===== src/rtl/flag_pkg.sv =====
package flag_pkg;
  typedef enum logic [2:0] {
    OP_ADD = 3'd0,
    OP_SUB = 3'd1,
    OP_AND = 3'd2,
    OP_OR  = 3'd3,
    OP_XOR = 3'd4
  } alu_op_e;

  // packed: cf is bit 0
  typedef struct packed {
    logic of;
    logic sf;
    logic zf;
    logic af;
    logic pf;
    logic cf;
  } stat_t;

  localparam int NSTAT = 6;
endpackage


===== src/rtl/flag_arith.sv =====
module flag_arith
  import flag_pkg::*;
#(
  parameter int DW = 16,
  parameter int NW = 8
) (
  input  logic [DW-1:0] a_i,
  input  logic [DW-1:0] b_i,
  input  logic [2:0]    op_i,
  input  logic          wide_i,
  output logic [DW-1:0] res_o,
  output logic          cf_o,
  output logic          af_o,
  output logic          of_o,
  output logic          valid_o,
  output logic          logic_o
);
  localparam int HW = DW - NW;

  logic [DW-1:0] a_m, b_m;
  logic [DW:0]   sum, dif;
  logic [4:0]    lo_sum, lo_dif;
  logic [DW-1:0] raw;
  logic          sa, sb, sr;

  always_comb begin
    a_m    = wide_i ? a_i : {{HW{1'b0}}, a_i[NW-1:0]};
    b_m    = wide_i ? b_i : {{HW{1'b0}}, b_i[NW-1:0]};
    sum    = {1'b0, a_m} + {1'b0, b_m};
    dif    = {1'b0, a_m} - {1'b0, b_m};
    lo_sum = {1'b0, a_m[3:0]} + {1'b0, b_m[3:0]};
    lo_dif = {1'b0, a_m[3:0]} - {1'b0, b_m[3:0]};
    sa     = wide_i ? a_m[DW-1] : a_m[NW-1];
    sb     = wide_i ? b_m[DW-1] : b_m[NW-1];
    raw     = '0;
    cf_o    = 1'b0;
    af_o    = 1'b0;
    valid_o = 1'b1;
    logic_o = 1'b0;
    case (op_i)
      OP_ADD: begin
        raw  = sum[DW-1:0];
        cf_o = wide_i ? sum[DW] : sum[NW];
        af_o = lo_sum[4];
      end
      OP_SUB: begin
        raw  = dif[DW-1:0];
        cf_o = dif[DW];          // operands zero-extended: sign of wide diff is borrow
        af_o = lo_dif[4];
      end
      OP_AND: begin raw = a_m & b_m; logic_o = 1'b1; end
      OP_OR:  begin raw = a_m | b_m; logic_o = 1'b1; end
      OP_XOR: begin raw = a_m ^ b_m; logic_o = 1'b1; end
      default: valid_o = 1'b0;
    endcase
    res_o = wide_i ? raw : {{HW{1'b0}}, raw[NW-1:0]};
    sr    = wide_i ? res_o[DW-1] : res_o[NW-1];
    unique case (op_i)
      OP_ADD:  of_o = (sa == sb) && (sr != sa);
      OP_SUB:  of_o = (sa != sb) && (sr != sa);
      default: of_o = 1'b0;
    endcase
  end
endmodule


===== src/rtl/flag_eval.sv =====
module flag_eval #(
  parameter int DW = 16,
  parameter int NW = 8
) (
  input  logic [DW-1:0] res_i,
  input  logic          wide_i,
  output logic          zf_o,
  output logic          sf_o,
  output logic          pf_o
);
  assign zf_o = (res_i == '0);
  assign sf_o = wide_i ? res_i[DW-1] : res_i[NW-1];
  assign pf_o = ~(^res_i[NW-1:0]);
endmodule


===== src/rtl/flag_ctl_bit.sv =====
module flag_ctl_bit (
  input  logic clk_i,
  input  logic rst_ni,
  input  logic set_i,
  input  logic clr_i,
  output logic q_o
);
  always_ff @(posedge clk_i or negedge rst_ni) begin
    if (!rst_ni)    q_o <= 1'b0;
    else if (clr_i) q_o <= 1'b0;
    else if (set_i) q_o <= 1'b1;
  end
endmodule


===== src/rtl/flag_unit.sv =====
module flag_unit
  import flag_pkg::*;
#(
  parameter int DW   = 16,
  parameter int NW   = 8,
  parameter int NCTL = 3
) (
  input  logic                  clk_i,
  input  logic                  rst_ni,
  input  logic [DW-1:0]         a_i,
  input  logic [DW-1:0]         b_i,
  input  logic [2:0]            op_i,
  input  logic                  wide_i,
  input  logic                  upd_i,
  input  logic [NCTL-1:0]       ctl_set_i,
  input  logic [NCTL-1:0]       ctl_clr_i,
  output logic [NSTAT+NCTL-1:0] flags_o
);
  logic [DW-1:0]   res;
  logic            cf, af, of_b, zf, sf, pf, valid, is_logic;
  stat_t           stat_q;
  logic [NCTL-1:0] ctl_q;

  flag_arith #(.DW(DW), .NW(NW)) u_arith (
    .a_i(a_i), .b_i(b_i), .op_i(op_i), .wide_i(wide_i),
    .res_o(res), .cf_o(cf), .af_o(af), .of_o(of_b),
    .valid_o(valid), .logic_o(is_logic)
  );

  flag_eval #(.DW(DW), .NW(NW)) u_eval (
    .res_i(res), .wide_i(wide_i), .zf_o(zf), .sf_o(sf), .pf_o(pf)
  );

  always_ff @(posedge clk_i or negedge rst_ni) begin
    if (!rst_ni) begin
      stat_q <= '0;
    end else if (upd_i && valid) begin
      stat_q.cf <= cf;
      stat_q.of <= of_b;
      stat_q.af <= is_logic ? stat_q.af : af;
      stat_q.zf <= zf;
      stat_q.sf <= sf;
      stat_q.pf <= pf;
    end
  end

  for (genvar i = 0; i < NCTL; i++) begin : g_ctl
    flag_ctl_bit u_bit (
      .clk_i(clk_i), .rst_ni(rst_ni),
      .set_i(ctl_set_i[i]), .clr_i(ctl_clr_i[i]), .q_o(ctl_q[i])
    );
  end

  assign flags_o = {ctl_q, stat_q};
endmodule


===== config.mk =====
export PLATFORM = sky130hd
export DESIGN_NAME = flag_unit
export DESIGN_NICKNAME = d
export VERILOG_FILES = /design/src/rtl/flag_pkg.sv /design/src/rtl/flag_arith.sv /design/src/rtl/flag_eval.sv /design/src/rtl/flag_ctl_bit.sv /design/src/rtl/flag_unit.sv
export SDC_FILE = /design/constraint.sdc
export NUM_CORES = 1
export LEC_CHECK = 0
export BUFFER_PORTS_ARGS = -buffer_cell sky130_fd_sc_hd__buf_2
export CAP_MARGIN = 20
export CORE_AREA = 2 2 81 83
export DETAILED_ROUTE_END_ITERATION = 6
export DIE_AREA = 0 0 83 85
export PLACE_DENSITY_LB_ADDON = 0.08
export SYNTH_ARGS = -nofsm -noshare
export SYNTH_HDL_FRONTEND = slang
export SYNTH_HIERARCHICAL = 1
export SYNTH_SLANG_ARGS = --single-unit

===== constraint.sdc =====
create_clock -name clk_i -period 0.9 [get_ports clk_i]
set_clock_uncertainty 0.05 [all_clocks]
set_input_delay 0.09 -clock clk_i [delete_from_list [all_inputs] [get_ports clk_i]]
set_output_delay 0.09 -clock clk_i [all_outputs]
set_load 0.005 [all_outputs]

* Word-level counts from Yosys, hierarchy flattened *
Index checks and enable logic that the tools add are counted.

cells by class
  reductions and logical operators = 12
  mux-type cells = 19
  bitwise logic cells = 5
  $mul = 0
  equal/unequal tests = 7
  div/mod/pow operators = 0
  shifts and indexed selects = 0
  order comparisons = 0
  add/subtract/negate cells = 4

operator list
  operator                                                               count
  16-bit case mux with 5 select lines                                    1
  16-bit two-way mux                                                     3
  16-bit by 16-bit adder with 17-bit output                              1
  16-bit by 16-bit subtractor with 17-bit output                         1
  16-bit AND                                                             1
  16-bit logical NOT                                                     1
  16-bit bitwise OR                                                      1
  16-bit bitwise XOR                                                     1
  1-bit two-way mux                                                      12
  8-bit XOR reduction                                                    1
  3-bit by 2-bit equality test with 1-bit output, second input constant  2
  1-bit case mux with 2 select lines                                     3
  2-bit nonzero test                                                     3
  4-bit by 4-bit adder with 5-bit output                                 1
  5-bit OR reduction                                                     1
  4-bit by 4-bit subtractor with 5-bit output                            1
  3-bit by 1-bit equality test with 1-bit output, second input constant  1
  3-bit equality test, second input constant                             1
  1-bit logical AND                                                      3
  3-bit logical NOT                                                      1
  3-bit OR reduction                                                     1
  1-bit != test                                                          2
  1-bit NOT                                                              2
  2-bit AND reduction                                                    1
  1-bit equality test                                                    1

word-level totals
  memories kept = 0
  memory bits (read-only) = 0
  latch bits = 0
  register bits = 9
  memory bits (writable) = 0
  word-level logic and storage cells = 56

* Logic depth before layout (Yosys ltp) *
  word-level depth = 8
  gate-level depth with buffers = 16
  depth with buffers taken out = 16

* By module *
The synthesis kept the hierarchy.

modules (own cells, without submodules)
  module        seq. area each (um^2)  area an instance (um^2)  times used  cells an instance
  flag_arith    0.0                    2802.7                   1           423
  flag_unit     150.1                  231.5                    1           14
  flag_eval     0.0                    151.4                    1           21
  flag_ctl_bit  25.0                   35.0                     3           2

* Least setup slack after synthesis *
No wires, ideal clock.

  path kind = in2reg
  start = in wide_i
  end = reg stat_q, in the netlist flags_o[3]
  data arrival time = 3.262 ns
  slack = -2.477 ns
  stages = 16
  cells stage by stage = buf_2 -> clkbuf_1 -> nand2_1 -> ha_1 -> clkbuf_1 -> nor4bb_1 -> o311ai_1 -> nand2_1 -> nor2_1 -> xnor2_1 -> o22ai_1 -> a221oi_1 -> nor2_1 -> or4b_1 -> nor3_2 -> mux2_2

between the ends
  longest elaborated chain between the ends = 5
  elaborated cells on any way between the ends = 10
  classes of those cells = add/sub: 2; mux: 4; bitwise: 3; reduce/logical: 1

RTL lines
  what                                                                          line                                RTL
  from (decl)                                                                   flag_unit.sv:13                     input logic wide_i,
  16-bit two-way mux (on tied branches)                                         flag_arith.sv:27, flag_arith.sv:28
  16-bit by 16-bit subtractor with 17-bit output, or another cell as far along  flag_arith.sv:30                    dif = {1'b0, a_m} - {1'b0, b_m};
  16-bit case mux with 5 select lines                                           flag_arith.sv:40                    case (op_i)
  16-bit two-way mux (*)                                                        flag_arith.sv:56                    res_o = wide_i ? raw : {{HW{1'b0}}, raw[NW-1:0]};
  net res[10]                                                                   flag_unit.sv:19                     logic [DW-1:0] res;
  16-bit logical NOT (*)                                                        flag_eval.sv:11                     assign zf_o = (res_i == '0);
  net zf                                                                        flag_unit.sv:20                     logic cf, af, of_b, zf, sf, pf, valid, is_logic;
  to (decl)                                                                     flag_unit.sv:21                     stat_t stat_q;

The timed path passes the listed nets; every way through them passes the cells marked *.
A chain may end at the register's enable or synchronous reset.

* Worst setup path in the final report *
  start = in a_i[3]
  end = reg stat_q, in the netlist flags_o[3]

between the ends
  longest elaborated chain between the ends = 5
  elaborated cells on any way between the ends = 9
  classes of those cells = add/sub: 2; mux: 3; bitwise: 3; reduce/logical: 1

RTL lines
  what                                                                                                                line                                RTL
  from (decl)                                                                                                         flag_unit.sv:10                     input logic [DW-1:0] a_i,
  16-bit two-way mux (*)                                                                                              flag_arith.sv:27                    a_m = wide_i ? a_i : {{HW{1'b0}}, a_i[NW-1:0]};
  16-bit by 16-bit subtractor with 17-bit output / 16-bit by 16-bit adder with 17-bit output (equally long branches)  flag_arith.sv:30, flag_arith.sv:29
  16-bit case mux with 5 select lines (*)                                                                             flag_arith.sv:40
  16-bit two-way mux (*)                                                                                              flag_arith.sv:56
  net res[12]                                                                                                         flag_unit.sv:19
  16-bit logical NOT (*)                                                                                              flag_eval.sv:11
  net zf                                                                                                              flag_unit.sv:20

Marks and branches as above.

==> impl_results.md <==
- Outcome: finished, violations left
- Failing checks: setup timing
- R2R setup slack: ~20 ps
- Area share of the largest cell type after synthesis: a little over a fifth
- Fraction of registers with async set/reset: 100.0%
- Post-Syn Area: about 0.0033 mm²
- Max incr delay on CP: between 500 and 600 ps
- Final wirelength: about 18000 µm
- WL per Instance: 23.16 µm
- Setup crit end kind: flip-flop
- Hold Crit Class: input port to flip-flop
- Pwr dens: ~860 mW/mm²
- Slew @ Worst Pin: between 600 and 700 ps
- Vias in the first global route: about 4700
- WP data arrival: roughly 3200 ps
- Core Area: between 0.006 and 0.007 mm²
- FP Rows: 29
- Crit path cell chain: buf_8 > inv_4 > ha_4 > and2b_2 > o311ai_4 > nand2_2 > o41ai_4 > xor2_1 > o22ai_1 > a22oi_1 > a21oi_1 > or4_4 > nor3_2 > mux2_4
- Initial antenna violation count: 0
- Synth cell count leaders: 56 x ha_1, 52 x inv_1, 52 x nor2_1
- Global route overflow: 0
- Setup-failing EPs final: 11
- Port Buffer Count: 53
- Slew HR: between 50 and 60%
- Post-Place Worst Slack: -2475 ps
- Post-synth top area cell: ha_1
- Hold WS: 45.29 ps
- Cell variety after synth: 72
- Pin count of the biggest net entering global routing: 18
- F_max: 328.0 MHz
- GR Util All Layers: between 30% and 40%
- Avg Cell Area, Syn: 7.092 µm²
- Die Y: 85 µm
- Die footprint: between 0.007 and 0.008 mm²
- Most common cell in the netlist: ha_1
- Placed Instance Area: about 0.0049 mm²
- Warnings, synthesis: 6
- Layout area overhead: 74.37%
- Final non-filler cell total: between 700 and 800
- Most used flip-flop cell after synthesis: dfrtp_1
- CP max stage cell: or4_4
- Drt first pass iters: 6
- Inst Count DP: 728
- Period utilization: 338.7%
- Drt drc: 0
- Vias: a little over 5000
- CTS tree: yes
- Post-synth EDFFs: 0
- 1st-iter DRT viols: between 700 and 800
- Max-cap violation count: 0
- Reg clk slew, reported paths: approximately 50 ps
- Register area share after synthesis: under 10%
- Synth top area cells: ha_1 21%, dfrtp_1 6.8%, inv_1 5.9%, nor2_1 5.9%, xnor2_1 4.5%
- Worst-path maximum fanout: 4
- Antenna-violating nets left: 0
- Final min period: 3048 ps
- Die width: 83 µm
- Final core occ: ~92%
- DR vias/cell: roughly 6.8
- N_diodes: 0
- Worst EP required: around 1000 ps
- Max IR drop VDD: between 1 and 1.5 mV
- Layout cells sized above 1: between 40% and 50%
- Synth Instances: 464
- Final TNS setup: -11120 ps
- IO Pins: 54
- Leakage power: 2.855 nW
- GP Congestion: around 1.0
- Final slew viol count: 0
- CP Class: input port to flip-flop
- Cell family with most CP delay: compound AO/OA/AOI/OAI gates
- Final hold vios: 0
- CP startpoint kind: input port
- Overall Power: roughly 5 mW
- RSZ-0062 raised after global routing: yes
- Root buffer cell: clkbuf_8
- DP Wirelength: ~10000 µm
- Fin area: roughly 0.0057 mm²
- Bufs and invs on worst path: 2
- H-tree depth: 1
- Register bit count reported by yosys: 9
- Clk Latency, worst-skew pair: between 200 and 250 ps
- Clock buffer count from CTS: 3
- Syn nets: between 500 and 600
- First-pass GRT wire length: ~23000 µm
- Maximum clock path buffer count: 2
- Nets: 792
- Clock sink total: 9
- Starting Density: 53.03%
- Final worst setup slack: -2148 ps
[final cells by class]
class | instances | area (µm²)
multi-input combinational | 378 | 3297
tap | 77 | 96.34
timing repair buffer | 244 | 1857
fill | 240 | 466.7
inverter | 53 | 216.5
clock buffer | 3 | 41.29
clock inverter | 1 | 5.005
sequential | 9 | 225.2
[metal layers]
metal	vias to the layer above	routed length [µm]	part of all wire, %	global-route usage, %
met3	237	2361	13	6.323
met4	0	1797	10	18.48
met2	569	7752	44	70.38
li1	2084	-	-	-
met1	2278	5803	33	47.43
met5	-	0	0	0
[logic make-up after synthesis]
kind of cell,share of synthesized area [%]
compound gates,28.67
xor+xnor,5.589
fa+ha+maj,22.51
buf+inv,9.125
flops,6.844
mux,4.182
simple gates,23.08
[report_power, final]
group	switching (mW)	internal, mW
clock	0.168	0.302
combinational	2.02	1.94
sequential	0.0457	0.464
total	2.24	2.70
[registers in the layout (all words and copies together), names as in the netlist]
signal and count:
flags_o 6, g_ctl.u_bit/q_o 3
[cells in the final DEF, fill, tap and decap left out, types with 4 or more instances in the layout]
cell	count
nor3_1	7
buf_2	43
ha_1	41
o211ai_1	4
o21ai_0	19
a21o_1	6
nand2b_1	4
nor2_2	5
nand2_2	6
o22ai_1	7
buf_6	14
nor2_1	45
a31oi_1	6
nor3_2	5
and2_1	5
xor2_1	4
nor2b_1	7
nand3_1	4
or3_1	6
dfrtp_1	9
inv_2	6
buf_4	178
xnor2_1	15
a21oi_1	23
o21ai_1	6
ha_4	12
inv_1	42
mux2i_1	5
nand2_1	30
mux2_4	6
[worst paths after layout]
check	from	end	cells after the start
worst max-delay path	a_i[3]	flags_o[3]$_DFFE_PN0P_	14
worst min-delay path	ctl_set_i[2]	g_ctl[2].u_bit/q_o$_DFFE_PN0P_	2
worst max register to register	g_ctl[1].u_bit/q_o$_DFFE_PN0P_	g_ctl[1].u_bit/q_o$_DFFE_PN0P_	2
worst min register to register	g_ctl[2].u_bit/q_o$_DFFE_PN0P_	g_ctl[2].u_bit/q_o$_DFFE_PN0P_	1
max in group asynchronous	rst_ni	flags_o[2]$_DFFE_PN0P_	2
min in group asynchronous	rst_ni	flags_o[4]$_DFFE_PN0P_	2
[what timing repair did]
item | CTS | global route
resized for setup | 63 | 65
setup endpoints to repair | 7 | 14
gates cloned | 0 | 1
pin swaps | 30 | 48
hold buffers | 1 | 0
endpoints found under the hold margin | 9 | 0
setup buffers | 18 | 15
No activity file was read; power rests on OpenSTA's default activity.
